==> config.mk <==
export PLATFORM = sky130hd
export DESIGN_NAME = host_mem_window
export DESIGN_NICKNAME = d
export VERILOG_FILES = /design/src/rtl/hmw_pkg.sv /design/src/rtl/hmw_ctrl.sv /design/src/rtl/hmw_datapath.sv /design/src/rtl/host_mem_window.sv
export SDC_FILE = /design/constraint.sdc
export NUM_CORES = 1
export LEC_CHECK = 0
export BUFFER_PORTS_ARGS = -buffer_cell sky130_fd_sc_hd__clkbuf_2
export CAP_MARGIN = 20
export CORE_MARGIN = 10
export CORE_UTILIZATION = 23
export CTS_CLUSTER_DIAMETER = 150
export DETAILED_ROUTE_END_ITERATION = 8
export HOLD_SLACK_MARGIN = 0.08
export PLACE_DENSITY = 0.48
export SYNTH_ARGS = -nofsm -noshare
export SYNTH_HDL_FRONTEND = slang
export SYNTH_SLANG_ARGS = --single-unit
==> constraint.sdc <==
create_clock -name clk -period 1.81 [get_ports clk]
set_input_delay 0.181 -clock clk [delete_from_list [all_inputs] [get_ports clk]]
set_output_delay 0.181 -clock clk [all_outputs]
set_load 0.005 [all_outputs]
==> src/rtl/hmw_pkg.sv <==
package hmw_pkg;

  typedef enum logic {
    ST_IDLE = 1'b0,
    ST_BUSY = 1'b1
  } hmwState_e;

  // strobes from control to datapath
  typedef struct packed {
    logic loadAddr;  // host writes address register
    logic setIrq;    // host requests interrupt
    logic loadData;  // host writes data register
    logic capture;   // memory read word arrives
    logic bump;      // step word pointer
  } hmwStrobe_t;

endpackage

==> src/rtl/hmw_ctrl.sv <==
module hmw_ctrl
  import hmw_pkg::*;
(
  input  logic       clk,
  input  logic       rstN,
  input  logic       asyncMode,
  input  logic       hostSel,
  input  logic       hostWr,
  input  logic       hostRd,
  input  logic       hostIrqBit,
  input  logic       incOff,
  input  logic       memAck,
  output hmwStrobe_t strobe,
  output logic       memReq,
  output logic       memWe,
  output logic       hostReady
);

  hmwState_e state;
  logic      weReg;
  logic      wrOk;
  logic      rdOk;
  logic      startXfer;
  logic      done;

  always_comb begin
    wrOk      = (state == ST_IDLE) && hostWr;
    rdOk      = (state == ST_IDLE) && hostRd && !hostWr;
    startXfer = (wrOk || rdOk) && hostSel;
    done      = (state == ST_BUSY) && memAck;

    strobe.loadAddr = wrOk && !hostSel;
    strobe.setIrq   = wrOk && !hostSel && hostIrqBit;
    strobe.loadData = wrOk && hostSel;
    strobe.capture  = done && !weReg;
    strobe.bump     = done && asyncMode && !incOff;
  end

  always_ff @(posedge clk) begin
    if (!rstN) begin
      state <= ST_IDLE;
      weReg <= 1'b0;
    end else begin
      case (state)
        ST_IDLE: if (startXfer) begin
          state <= ST_BUSY;
          weReg <= hostWr;
        end
        ST_BUSY: if (memAck) state <= ST_IDLE;
        default: state <= ST_IDLE;
      endcase
    end
  end

  assign memReq    = (state == ST_BUSY);
  assign memWe     = weReg;
  assign hostReady = (state == ST_IDLE);

  // an accepted data access opens a request of the right kind
  a_r3_start_request: assert property (@(posedge clk) disable iff (!rstN)
    (hostReady && hostSel && (hostWr || hostRd)) |=> (memReq && (memWe == $past(hostWr))));

  // request and direction held until acknowledged
  a_r11_req_held: assert property (@(posedge clk) disable iff (!rstN)
    (memReq && !memAck) |=> (memReq && $stable(memWe)));

  // completion returns the port to ready
  a_r3_ready_after_ack: assert property (@(posedge clk) disable iff (!rstN)
    (memReq && memAck) |=> (hostReady && !memReq));

endmodule

==> src/rtl/hmw_datapath.sv <==
module hmw_datapath
  import hmw_pkg::*;
#(
  parameter int DATA_W = 32
) (
  input  logic              clk,
  input  logic              rstN,
  input  hmwStrobe_t        strobe,
  input  logic              irqClr,
  input  logic              hostSel,
  input  logic [DATA_W-1:0] hostWdata,
  input  logic [DATA_W-1:0] memRdata,
  output logic [DATA_W-1:0] hostRdata,
  output logic [DATA_W-3:0] wordAddr,
  output logic              incOff,
  output logic              irqFlag,
  output logic [DATA_W-1:0] dataReg
);

  localparam int ADDR_W = DATA_W - 2;

  logic [ADDR_W-1:0] addrReg;

  always_ff @(posedge clk) begin
    if (!rstN) begin
      addrReg <= '0;
      incOff  <= 1'b0;
    end else if (strobe.loadAddr) begin
      addrReg <= hostWdata[DATA_W-1:2];
      incOff  <= hostWdata[1];
    end else if (strobe.bump) begin
      addrReg <= addrReg + ADDR_W'(1);
    end
  end

  always_ff @(posedge clk) begin
    if (!rstN)               irqFlag <= 1'b0;
    else if (strobe.setIrq)  irqFlag <= 1'b1;
    else if (irqClr)         irqFlag <= 1'b0;
  end

  always_ff @(posedge clk) begin
    if (!rstN)                dataReg <= '0;
    else if (strobe.loadData) dataReg <= hostWdata;
    else if (strobe.capture)  dataReg <= memRdata;
  end

  assign wordAddr  = addrReg;
  assign hostRdata = hostSel ? dataReg : {addrReg, incOff, irqFlag};

  // processor clear lowers the flag unless a host set collides
  a_r9_clear: assert property (@(posedge clk) disable iff (!rstN)
    (irqClr && !strobe.setIrq) |=> !irqFlag);

  // only the processor clear can lower the flag
  a_r8_sticky: assert property (@(posedge clk) disable iff (!rstN)
    (irqFlag && !irqClr) |=> irqFlag);

endmodule

==> src/rtl/host_mem_window.sv <==
module host_mem_window
  import hmw_pkg::*;
#(
  parameter int DATA_W = 32
) (
  input  logic              clk,
  input  logic              rstN,
  input  logic              asyncMode,
  input  logic              hostSel,
  input  logic              hostWr,
  input  logic              hostRd,
  input  logic [DATA_W-1:0] hostWdata,
  output logic [DATA_W-1:0] hostRdata,
  output logic              hostReady,
  output logic              memReq,
  output logic              memWe,
  output logic [DATA_W-3:0] memAddr,
  output logic [DATA_W-1:0] memWdata,
  input  logic [DATA_W-1:0] memRdata,
  input  logic              memAck,
  output logic              cpuIrq,
  input  logic              irqClr
);

  localparam int ADDR_W = DATA_W - 2;

  hmwStrobe_t        strobe;
  logic              incOff;
  logic [ADDR_W-1:0] wordAddr;

  hmw_ctrl u_ctrl (
    .clk        (clk),
    .rstN       (rstN),
    .asyncMode  (asyncMode),
    .hostSel    (hostSel),
    .hostWr     (hostWr),
    .hostRd     (hostRd),
    .hostIrqBit (hostWdata[0]),
    .incOff     (incOff),
    .memAck     (memAck),
    .strobe     (strobe),
    .memReq     (memReq),
    .memWe      (memWe),
    .hostReady  (hostReady)
  );

  hmw_datapath #(.DATA_W(DATA_W)) u_dp (
    .clk       (clk),
    .rstN      (rstN),
    .strobe    (strobe),
    .irqClr    (irqClr),
    .hostSel   (hostSel),
    .hostWdata (hostWdata),
    .memRdata  (memRdata),
    .hostRdata (hostRdata),
    .wordAddr  (wordAddr),
    .incOff    (incOff),
    .irqFlag   (cpuIrq),
    .dataReg   (memWdata)
  );

  assign memAddr = wordAddr;

  // asynchronous mode with stepping enabled advances by one word
  a_r5_step: assert property (@(posedge clk) disable iff (!rstN)
    (memReq && memAck && asyncMode && !incOff) |=> (memAddr == $past(memAddr) + ADDR_W'(1)));

  // synchronous mode never steps the pointer
  a_r7_sync_hold: assert property (@(posedge clk) disable iff (!rstN)
    (memReq && memAck && !asyncMode) |=> $stable(memAddr));

  // address and write word stay put while waiting
  a_r11_addr_held: assert property (@(posedge clk) disable iff (!rstN)
    (memReq && !memAck) |=> ($stable(memAddr) && $stable(memWdata)));

  // the interrupt rises only from an accepted host write of bit 0
  a_r8_irq_source: assert property (@(posedge clk) disable iff (!rstN)
    $rose(cpuIrq) |-> $past(hostWr && !hostSel && hostWdata[0] && hostReady));

  // the interrupt falls only through the processor clear
  a_r9_irq_fall: assert property (@(posedge clk) disable iff (!rstN)
    $fell(cpuIrq) |-> $past(irqClr));

endmodule

# ---- Word-level counts from Yosys, hierarchy flattened
# Cells that the tools add are included.
dict set report totals {
  regBits 66
  input_bits 72
}
dict set report classes {
  bitwise 1
  n_reduce_logical 20
  n_addsub 1
  n_mux 10
}
# cell count
set ops {}
lappend ops {{two-way mux 32 bit} 3}
lappend ops {{two-way mux 30 bit} 2}
lappend ops {{adder 30 x 1 -> 30 bit (second input constant)} 1}
lappend ops {{logical AND 1 bit} 11}
lappend ops {{nonzero test 2 bit} 3}
lappend ops {{logical NOT 1 bit} 4}
lappend ops {{two-way mux 1 bit} 4}
lappend ops {{one-hot mux 1 bit (2 select lines)} 1}
lappend ops {{AND reduction 2 bit} 1}
lappend ops {{logical OR 1 bit} 1}
lappend ops {{inverter 1 bit} 1}

# ---- Longest topological paths before layout
# Gate-level depths: netlist of the first run.
dict set report logic_depth {
  ltp_word 7
  mapped_depth 7
  ltp_nobuf 6
}

# ---- Modules after synthesis
# From an unflattened synthesis of the first run, not the netlist that was laid out.
dict set report unflattened {
  cells_unflattened 453
  hier_area_um2 3816.2
}
# mod area_each_um2 seq_area_each_um2 n_inst cells_per_inst
set by_module_without_submodules {}
lappend by_module_without_submodules {hmw_datapath 3684.8 1281.2 1 438}
lappend by_module_without_submodules {hmw_ctrl 131.4 40.0 1 15}

# ---- Least setup slack after synthesis of the first run
# No wires, ideal clock.
dict set report synth_timing {
  path_kind {flip-flop to flip-flop}
  startpoint {reg u_dp.addrReg[0] (netlist: u_dp.wordAddr[0])}
  endpoint {reg u_dp.addrReg[22] (netlist: u_dp.wordAddr[22])}
  slack_ns 0.201
  stages_incl_launch_ff 7
  arrival_ns 1.477
  required_time_ns 1.678
  setup_time_ns 0.132
  cell_sequence {dfxtp_1 > ha_1 > and3_1 > nand4_2 > o31a_1 > o21ai_0 > a21oi_1}
}
dict set report synth_via {
  elab_chain_cells 3
}
# item line_no
set synth_rtl {}
lappend synth_rtl {{start, declared} hmw_datapath.sv:22} ;# logic [ADDR_W-1:0] addrReg;
lappend synth_rtl {{start signal, assigned} hmw_datapath.sv:29} ;# addrReg <= hostWdata[DATA_W-1:2];
lappend synth_rtl {{start signal, assigned} hmw_datapath.sv:32} ;# addrReg <= addrReg + ADDR_W'(1);
lappend synth_rtl {{adder 30 x 1 -> 30 bit} hmw_datapath.sv:32}
lappend synth_rtl {{two-way mux 30 bit} hmw_datapath.sv:31} ;# end else if (strobe.bump) begin
lappend synth_rtl {{two-way mux 30 bit} hmw_datapath.sv:28} ;# end else if (strobe.loadAddr) begin
# Every way passes these cells. The select of a mux whose other input is x is not followed.
# A chain may end at the register's enable or synchronous reset.

# ---- Final worst setup path of the first run
dict set report layout_timing {
  startpoint {reg u_dp.addrReg[0] (netlist: u_dp.wordAddr[0])}
  endpoint {reg u_dp.addrReg[27] (netlist: u_dp.wordAddr[27])}
}
# The elaborated chain is that of the path after synthesis.

==> results by group, run 1 <==
CTS
  • Post-CTS Setup Bufs: 0
  • CTS tree: built
  • Clock transition at the registers of the reported paths: 60 ps
  • Skew-Pair Late Insertion Delay: 340 ps
  • Hold-fix buffers at CTS: 0
  • Clk buf depth: 2
  • Root Buffer: clkbuf_16
  • CTS Sinks: 66
  • Htree depth: 3
  • Cts bufs inserted: 9

Synth
  • Top FF cell, synth: dfxtp_1
  • Yosys cell types: between 50 and 60
  • Net count after synthesis: approximately 500
  • Sequential area share after synthesis: 35.2%
  • Mux contribution to synthesized area: 17.5%
  • Ys async rst share: 0%
  • Syn avg cell area: 8.81 sq um
  • Post-synth EDFFs: 0
  • Cells after Synth: 426
  • Synth Area in Compound Gates: 21.2%
  • Post-Syn Area: 0.00375 sq mm
  • Post-Synth XOR/XNOR Area: 1.17%
  • Yosys warnings: 0
  • Main combinational cell family by area after synthesis: compound AO/OA/AOI/OAI gates
  • Simple-Gate Fraction of Synth Area: 19.9%
  • Post-Synth Adder-Cell Area: less than 1%
  • Register bit total from synthesis: between 60 and 70

Critical path
  • Worst endpoint required time: 2040 ps
  • Kind of end point of the critical path: flop
  • CP Class: flop to flop
  • Slowest stage delay, CP: 370 ps
  • Worst Path Arrival: ~1900 ps
  • Crit path max-delay family: simple AND/OR/NAND/NOR gates
  • Element type at the critical path start: flop
  • Slowest stage cell, crit path: nor4_1
  • Worst path cell trace: buf_4 > nand4_1 > nor4_1 > buf_4 > nand4_1 > a221o_1
  • Crit path max fanout: 7
  • Sum of buffers and inverters on the critical path: 2

Layout
  • Commonest cells after routing, fill and taps aside: clkbuf_2, dfxtp_1, nor2_1
  • Post-Layout Inst Area: 0.00523 sq mm
  • ANT cells: 0
  • Fillers: 1723
  • Nets: ~670
  • Util after Layout: roughly a third
  • Layout area overhead: 39.4%
  • Most common cell after layout, fill and taps aside: clkbuf_2
  • Share of layout cells above drive strength 1: 41.9%

Die
  • Top Ports: 170
  • Row Count: 46
  • Initial core utilization: 23.5%
  • DIE AREA: 0.0218 sq mm
  • Core ar.: 0.0159 sq mm
  • Die Span X: roughly 150 microns
  • Chip height: 148 microns

Timing
  • Final min period: 1710 ps
  • Setup violations, final: 0
  • RSZ-0062 raised after global routing: yes
  • Fin. max-slew vios: 0
  • Slew HR: 69.6%
  • Tcrit/Tclk final: 94.3%
  • Final hold vios: 0
  • Skew final: 5.05 ps
  • Achievable frequency: 586 MHz
  • Worst-Margin Slew: 453 ps

Global route
  • Grt ovf: 0
  • Largest net degree at the start of global routing: 37
  • Initial antenna violation count: 0
  • Vias in the first global route: about 4.2k
  • First-pass GRT wire length: 24100 microns
  • Global Route Usage Sum: 13.9%

Power
  • PD cells: 771 mW/mm^2
  • Static leakage: 0.00246 uW
  • IR drop worst, VDD: roughly 0.00044 V

Route
  • Wire length per cell: about 19 microns
  • Routed Antenna Nets: 0
  • Drt first pass iters: 6
  • Routed via count: about 4.0k
  • Initial DRC count: ~270
  • Total Routed Length: roughly 15000 microns
  • Via/cell ratio: 4.92
  • # DRC: 0

Placement
  • Dpl hpwl: 12000 microns
  • IO buf count: 169
  • Placer Congestion: 0.769
  • Placed inst area: around 0.0050 sq mm

Status
  • Status: complete, no violations

Job
  • Max-Cap Viols: 0

Hold path
  • Hold Path Class: primary input to flop
-- cells in the mapped netlist, types with 6 or more instances --
library cell | count | share of area (%)
a211oi_1 | 32 | 6.4
a21oi_1 | 23 | 3.1
a22oi_1 | 14 | 2.8
and3_1 | 6 | 1.0
and4_1 | 6 | 1.4
buf_2 | 15 | 2.0
clkbuf_1 | 14 | 1.4
dfxtp_1 | 66 | 35
mux2_2 | 30 | 9.0
mux2i_1 | 32 | 8.5
nand2_1 | 23 | 2.3
nand3_1 | 13 | 1.7
nand4_1 | 11 | 1.8
nor2_1 | 42 | 4.2
nor4_1 | 6 | 1.0
o21ai_0 | 16 | 2.1
o22ai_1 | 6 | 1.0
-- where the power goes --
group	total (uW)	internal (uW)	switching, uW	leakage [uW]
registers	1650	1550	102	0.000542
logic	731	361	370	0.00178
clock network	1650	987	660	0.000138
total	4030	2900	1130	0.00246
-- flip-flops by register name, summed over array words and instances (netlist names) --
| signal | count |
|---|---|
| u_ctrl.memReq | 1 |
| u_dp.incOff | 1 |
| u_dp.dataReg | 32 |
| u_ctrl.memWe | 1 |
| u_dp.wordAddr | 30 |
| u_dp.irqFlag | 1 |
-- metrics by stage --
stage          setup WS, ps  power, uW  std cells  hold WS [ps]  setup TNS, ps
3_5_place_dp            133       2430        803           445              0
2_1_floorplan           201       2020        426           317              0
5_1_grt               -47.8       4240        818          91.9          -91.0
4_1_cts                 115       4110        818          80.9              0
3_3_place_gp            155       2420        803           438              0
6_report                103       4030        818          96.1              0
-- metal layers --
metal  routed length [microns]  GRT usage (%)  vias to the layer above
li1                          -              -                     1974
met1                      6480           16.1                     1914
met2                      7420           23.4                      119
met3                      1210           4.58                       17
met4                       224           4.81                        0
met5                         0              0                        -
-- logic make-up after synthesis --
family / Yosys count
AOI/OAI and AO/OA: 117
adders and majority gates: 1
muxes: 62
and+or+nand+nor: 136
DFF: 66
buffers and inverters: 39
xor gates and xnor gates: 5
-- timing repair --
| action | CTS | global route |
|---|---|---|
| endpoints found under the hold margin | 0 | 0 |
| endpoints found under the setup margin | 0 | 4 |
| gates resized for setup | 0 | 1 |
-- final timing paths --
check                    from                 to  slack [ps]  depth (start not counted)
max          u_dp.wordAddr[0]  u_dp.wordAddr[27]         100                          6
min              hostWdata[1]        u_dp.incOff         100                          3
max reg2reg  u_dp.wordAddr[0]  u_dp.wordAddr[27]         100                          6
min reg2reg      u_ctrl.memWe       u_ctrl.memWe         480                          2
-- worst register-to-register path: cells and delay by family, from the launching register on --
family | cells | cell delay (ps)
and+or+nand+nor | 3 | 610
DFF | 1 | 340
buffers and inverters | 2 | 330
AOI/OAI and AO/OA | 1 | 310
-- final cells by class --
cell class	instances	area, sq um	share of cell area (%)
clock buffers	12	256	4.91
well taps	216	270	5.17
flip-flops and latches	66	1320	25.3
inverters	5	18.8	0.359
multi-input cells	321	2270	43.4
clock inverters	3	15.0	0.287
repair buffers	195	1080	20.6
No activity file was read; power rests on OpenSTA's default activity.
==> run 2: changes to the inputs <==
Settings changed: BUFFER_PORTS_ARGS -buffer_cell sky130_fd_sc_hd__clkbuf_2 to -buffer_cell sky130_fd_sc_hd__buf_2.
==> run 2 against run 1 <==
Against the previous run: global-route usage decreased by 0.062 points; power decreased by 1.2%; flip-flop and latch count unchanged; final area increased by 0.36%; sequential power about the same; setup slack improved by 20 ps; register-to-register slack improved by 20 ps; combinational power about the same; clock skew increased by 3.3 ps; largest power group unchanged; highest routed layer is now met5.
==> results by group, run 2 (synthesis gave the netlist of run 1 again) <==
CTS
  • CTS tree: built
  • Hold-fix buffers at CTS: 0 (unchanged)
  • Cts bufs inserted: 9 (unchanged)
  • Root Buffer: clkbuf_16
  • Clock transition at the registers of the reported paths: 60 ps (about the same)
  • Skew-Pair Late Insertion Delay: 330 ps (about the same)
  • Clk buf depth: 2 (unchanged)
  • CTS Sinks: 66 (unchanged)
  • Htree depth: 3 (unchanged)

Timing
  • Slew HR: 61.3% (-8.3 points)
  • Setup tns final: 0 ps (unchanged)
  • Final hold vios: 0 (unchanged)
  • RSZ-0062 raised after global routing: no
  • Final min period: 1690 ps (-20.4 ps)
  • Setup violations, final: 0 (unchanged)
  • Tcrit/Tclk final: 93.2% (-1.1 points)
  • Achievable frequency: 593 MHz (+1.2%)
  • Fin. max-slew vios: 0 (unchanged)
  • Skew final: 8.33 ps (+3.28 ps)
  • Worst-Margin Slew: 580 ps (+127 ps)
  • WHS: 94.6 ps (-1.51 ps)

Layout
  • Most common cell after layout, fill and taps aside: buf_2
  • Largest reg by FF count: u_dp.dataReg
  • Share of layout cells above drive strength 1: 42.1% (+0.24 points)
  • Commonest cells after routing, fill and taps aside: buf_2, dfxtp_1, nor2_1
  • Layout area overhead: 39.9%
  • Nets: 672 (+0.15%)
  • ANT cells: 0 (unchanged)
  • Max reg flops: 32 (unchanged)

Route
  • Wire length per cell: 18.6 microns (-1.0%)
  • Drt first pass iters: 4 (-2)
  • Initial DRC count: 266 (-1.8%)
  • Routed Antenna Nets: 0 (unchanged)
  • # DRC: 0 (unchanged)
  • Routed via count: 3984 (-0.99%)
  • Total Routed Length: 15200 microns (-1.1%)
  • Via/cell ratio: 4.88 (-0.87%)

Global route
  • Largest net degree at the start of global routing: 66 (+78%)
  • Grt ovf: 0 (unchanged)
  • Global Route Usage Sum: 13.8% (-0.062 points)
  • First-pass GRT wire length: 23900 microns (-0.52%)
  • Vias in the first global route: 4255 (+0.47%)
  • Initial antenna violation count: 1 (+1)

Critical path
  • CP Class: flop to flop
  • Worst endpoint required time: 2030 ps (about the same)
  • Crit path max fanout: 7 (unchanged)
  • Worst path cell trace: nand4_1 > nor4_2 > buf_4 > nand4_1 > a221o_1
  • Crit path max-delay family: simple AND/OR/NAND/NOR gates
  • Sum of buffers and inverters on the critical path: 1 (-1)
  • Kind of end point of the critical path: flop
  • Slowest stage delay, CP: 480 ps (+110 ps)
  • Slowest stage cell, crit path: dfxtp_1
  • Most frequent CP cell: nand4_1
  • Worst Path Arrival: 1910 ps (-20 ps)
  • Element type at the critical path start: flop

Power
  • Pint: 2900 uW (about the same)
  • Switch share: 27.2% (-0.83 points)
  • PD cells: 759 mW/mm^2 (-1.6%)
  • Static leakage: 0.00250 uW (+1.7%)
  • Sequential power share: 41.5% (+0.5 points)
  • Clock Power Share: 40.2% (-0.7 points)
  • Combinational group share of total power: 18.3% (+0.2 points)
  • IR drop worst, VDD: 0.000391 V (-10%)
  • Switching pwr: 1080 uW (-4.2%)

Die
  • Row Count: 46 (unchanged)
  • DIE AREA: 0.0218 sq mm (unchanged)
  • Chip height: 148 microns (unchanged)
  • Core ar.: 0.0159 sq mm (unchanged)
  • Top Ports: 170 (unchanged)
  • Initial core utilization: 23.5% (unchanged)
  • Die Span X: 148 microns (unchanged)

Placement
  • Dpl hpwl: 11600 microns (-2.7%)
  • IO buf count: 169 (unchanged)
  • Placer Congestion: 0.774 (+0.65%)

Hold path
  • Hold Path Class: primary input to flop

Job
  • Max-Cap Viols: 0 (unchanged)

Status
  • Status: complete, no violations
run 2: area by class of cell:
cell class | count | area (sq um)
tap | 216 | 270
inverter | 5 | 18.8
clock buffer | 13 | 260
fill | 1723 | 10700
multi-input combinational | 321 | 2290
sequential | 66 | 1320
timing repair buffer | 196 | 1090
run 2: metal layers:
layer	share of wire, %	wire length [microns]	GRT usage [%]	vias up
met4	1.1	174	3.27	2
met5	0.046	7	0	-
met2	49	7400	23.3	132
li1	-	-	-	1973
met3	8.0	1220	5.10	14
met1	42	6360	16.2	1863
run 2: final timing paths:
check	from	end	slack [ps]	depth (start not counted)
max	u_dp.wordAddr[10]	u_dp.wordAddr[27]	120	5
min	hostWdata[1]	u_dp.incOff	90	3
max reg2reg	u_dp.wordAddr[10]	u_dp.wordAddr[27]	120	5
min reg2reg	u_ctrl.memWe	u_ctrl.memWe	480	2
run 2: repair_timing:
| action | in CTS | in global routing |
|---|---|---|
| gates resized for setup | 0 | 6 |
| setup endpoints to repair | 0 | 10 |
| setup buffers | 0 | 0 |
run 2: per-stage QoR:
step / worst slack [ps] / std cells / instance area, sq um / util (%) / total power [uW]
2_1_floorplan: 201 / 426 / 3750 / - / 2020
3_3_place_gp: 129 / 804 / 4960 / 31.1 / 2410
3_5_place_dp: 91.6 / 804 / 4960 / 31.1 / 2420
4_1_cts: 64.4 / 817 / 5220 / 32.8 / 4060
5_1_grt: 25.8 / 817 / 5250 / 32.9 / 4200
6_report: 124 / 817 / 5250 / 32.9 / 3980
run 2: worst reg2reg max path: stages (launching register included):
cell and delay [ps]:
dfxtp_1 480, nand4_1 190, nor4_2 300, buf_4 170, nand4_1 130, a221o_1 310
run 2: power by group through the flow:
stage | registers (uW) | clock network (uW) | logic, uW
after global placement | 1680 | 0 | 739
after global routing | 1670 | 1710 | 814
after CTS | 1650 | 1660 | 746
final | 1650 | 1600 | 730
after detailed placement | 1680 | 0 | 742
after floorplan | 1670 | 0 | 350
==> run 3: changes to the inputs <==
Clock period 1.81 ns to 1.9 ns, I/O delays scaled along.
==> run 3 against run 2 <==
Against the previous run: clock-buffer cell count did not move; first-iteration DRC count fell by 33%; critical endpoint is now u_dp.wordAddr[20]; final cell count fell by 0.37%; largest cell class unchanged; core utilization barely moved; flip-flop and latch count did not move.
==> results by group, run 3 (synthesis gave the netlist of run 1 again) <==
Layout
  • ANT cells: 0 (unchanged)
  • Commonest cells after routing, fill and taps aside: buf_2, dfxtp_1, nor2_1
  • Share of layout cells above drive strength 1: 41.1% (-0.96 points)
  • Most common cell after layout, fill and taps aside: buf_2
  • Largest reg by FF count: u_dp.dataReg
  • Nets: 667 (-0.74%)
  • Fillers: 1682 (-2.4%)
  • Util after Layout: 32.9% (about the same)
  • Sequential cell area: 0.00132 sq mm (unchanged)
  • Post-Layout Inst Area: 0.00525 sq mm (about the same)
  • Max reg flops: 32 (unchanged)
  • Layout area overhead: 39.8% (about the same)
  • Multi-input logic area: 0.00227 sq mm (-1.0%)

Placement
  • Placed inst area: 0.00492 sq mm (-0.76%)
  • Dpl hpwl: 11600 microns (about the same)
  • IO buf count: 169 (unchanged)
  • Placer Congestion: 0.773 (-0.21%)

Critical path
  • Reg2Reg Depth: 6 (+1)
  • Worst endpoint required time: 2110 ps (+80 ps)
  • Element type at the critical path start: flop
  • R2R Path End: u_dp.wordAddr[20]
  • Kind of end point of the critical path: flop
  • R2R setup slack: 170 ps (+40 ps)
  • RR Startpoint: u_dp.wordAddr[1]
  • Worst Path Arrival: 1950 ps (+40 ps)
  • Crit path max fanout: 7 (unchanged)
  • CP Class: flop to flop

Power
  • PD cells: 784 mW/mm^2 (+3.3%)
  • Total Power: 4110 uW (+3.2%)
  • IR drop worst, VDD: 0.000418 V (+6.9%)
  • Static leakage: 0.00250 uW (+0.20%)

Route
  • # DRC: 0 (unchanged)
  • Met2 wire length: 7250 microns (-2.1%)
  • Max Used Layer: met5
  • Via/cell ratio: 4.85 (-0.46%)
  • Wire length per cell: 18.6 microns (about the same)
  • Metal-1 WL: 6530 microns (+2.7%)
  • Drt first pass iters: 4 (unchanged)
  • Routed Antenna Nets: 0 (unchanged)
  • Metal3 WL: 1090 microns (-11%)
  • Routed via count: 3951 (-0.83%)
  • Total Routed Length: 15100 microns (-0.35%)
  • Initial DRC count: 179 (-33%)

CTS
  • CTS tree: built
  • Hold-fix buffers at CTS: 0 (unchanged)
  • CTS Sinks: 66 (unchanged)
  • Skew-Pair Late Insertion Delay: 340 ps (about the same)
  • Clk buf depth: 2 (unchanged)
  • Root Buffer: clkbuf_16
  • Clock transition at the registers of the reported paths: 60 ps (about the same)
  • Htree depth: 3 (unchanged)
  • Cts repair resizes: 0 (unchanged)
  • Cts bufs inserted: 9 (unchanged)
  • Post-CTS Setup Bufs: 0 (unchanged)

Timing
  • Final min period: 1730 ps (+45.1 ps)
  • Tcrit/Tclk final: 91.1% (-2.0 points)
  • Skew final: 7.51 ps (-0.821 ps)
  • Setup tns final: 0 ps (unchanged)
  • Slew HR: 69.3% (+8.0 points)
  • Achievable frequency: 578 MHz (-2.6%)
  • Worst-Margin Slew: 456 ps (-124 ps)
  • Final hold vios: 0 (unchanged)
  • RSZ-0062 raised after global routing: no
  • Setup violations, final: 0 (unchanged)
  • Fin. max-slew vios: 0 (unchanged)

Global route
  • Global Route Usage Sum: 13.5% (-0.30 points)
  • Largest net degree at the start of global routing: 31 (-53%)
  • Grt ovf: 0 (unchanged)
  • Initial antenna violation count: 1 (unchanged)
  • First-pass GRT wire length: 23400 microns (-2.3%)
  • Vias in the first global route: 4161 (-2.2%)

Die
  • Core ar.: 0.0159 sq mm (unchanged)
  • Die Span X: 148 microns (unchanged)
  • Top Ports: 170 (unchanged)
  • DIE AREA: 0.0218 sq mm (unchanged)
  • Chip height: 148 microns (unchanged)
  • Initial core utilization: 23.5% (unchanged)
  • Row Count: 46 (unchanged)

Job
  • Max-Cap Viols: 0 (unchanged)

Hold path
  • Hold EP: u_dp.irqFlag
  • Hold path depth: 3 (unchanged)
  • Hold Path Class: primary input to flop
  • Hold Startpoint: hostWdata[0]

Status
  • Status: complete, no violations
==> run 3: worst max-delay path, stage by stage (launching register included) <==
cell,delay (ps)
dfxtp_1,370
ha_1,190
and3_1,250
and4_1,390
nand4_1,150
xor2_1,160
o22ai_1,90
==> run 3: layer usage <==
layer,track usage (%),up-vias
met2,22.8,133
li1,-,1968
met4,4.31,2
met5,0,-
met1,16.0,1832
met3,4.12,16
==> run 3: how the worst max path moves through the flow <==
stage                           startpoint                end  slack, ps  cells past startpoint
after global routing      u_dp.wordAddr[1]  u_dp.wordAddr[16]          2                      6
after detailed placement  u_dp.wordAddr[1]  u_dp.wordAddr[22]        190                      6
after floorplan           u_dp.wordAddr[0]  u_dp.wordAddr[22]        290                      6
after global placement    u_dp.wordAddr[0]  u_dp.wordAddr[20]        230                      6
after CTS                 u_dp.wordAddr[1]  u_dp.wordAddr[20]        170                      6
final                     u_dp.wordAddr[1]  u_dp.wordAddr[20]        170                      6
==> run 3: area by class of cell <==
| cell class | count | share of cell area (%) |
|---|---|---|
| Multi-Input combinational cell | 321 | 43.2 |
| Sequential cell | 66 | 25.2 |
| Timing Repair Buffer | 191 | 20.0 |
| Tap cell | 216 | 5.15 |
| Clock buffer | 13 | 4.96 |
| Clock inverter | 2 | 1.15 |
| Inverter | 5 | 0.358 |
==> run 3: stage by stage <==
stage	cells	hold slack (ps)	setup WS, ps
global placement	799	437	226
global route	814	124	2.22
detailed placement	799	445	186
floorplan	426	326	291
finish	814	96.7	169
CTS	814	87.8	169
==> run 3: power breakdown <==
group	switching (uW)	total, uW	internal (uW)
combinational	344	685	341
clock	636	1850	1220
sequential	95.8	1570	1480
total	1080	4110	3030
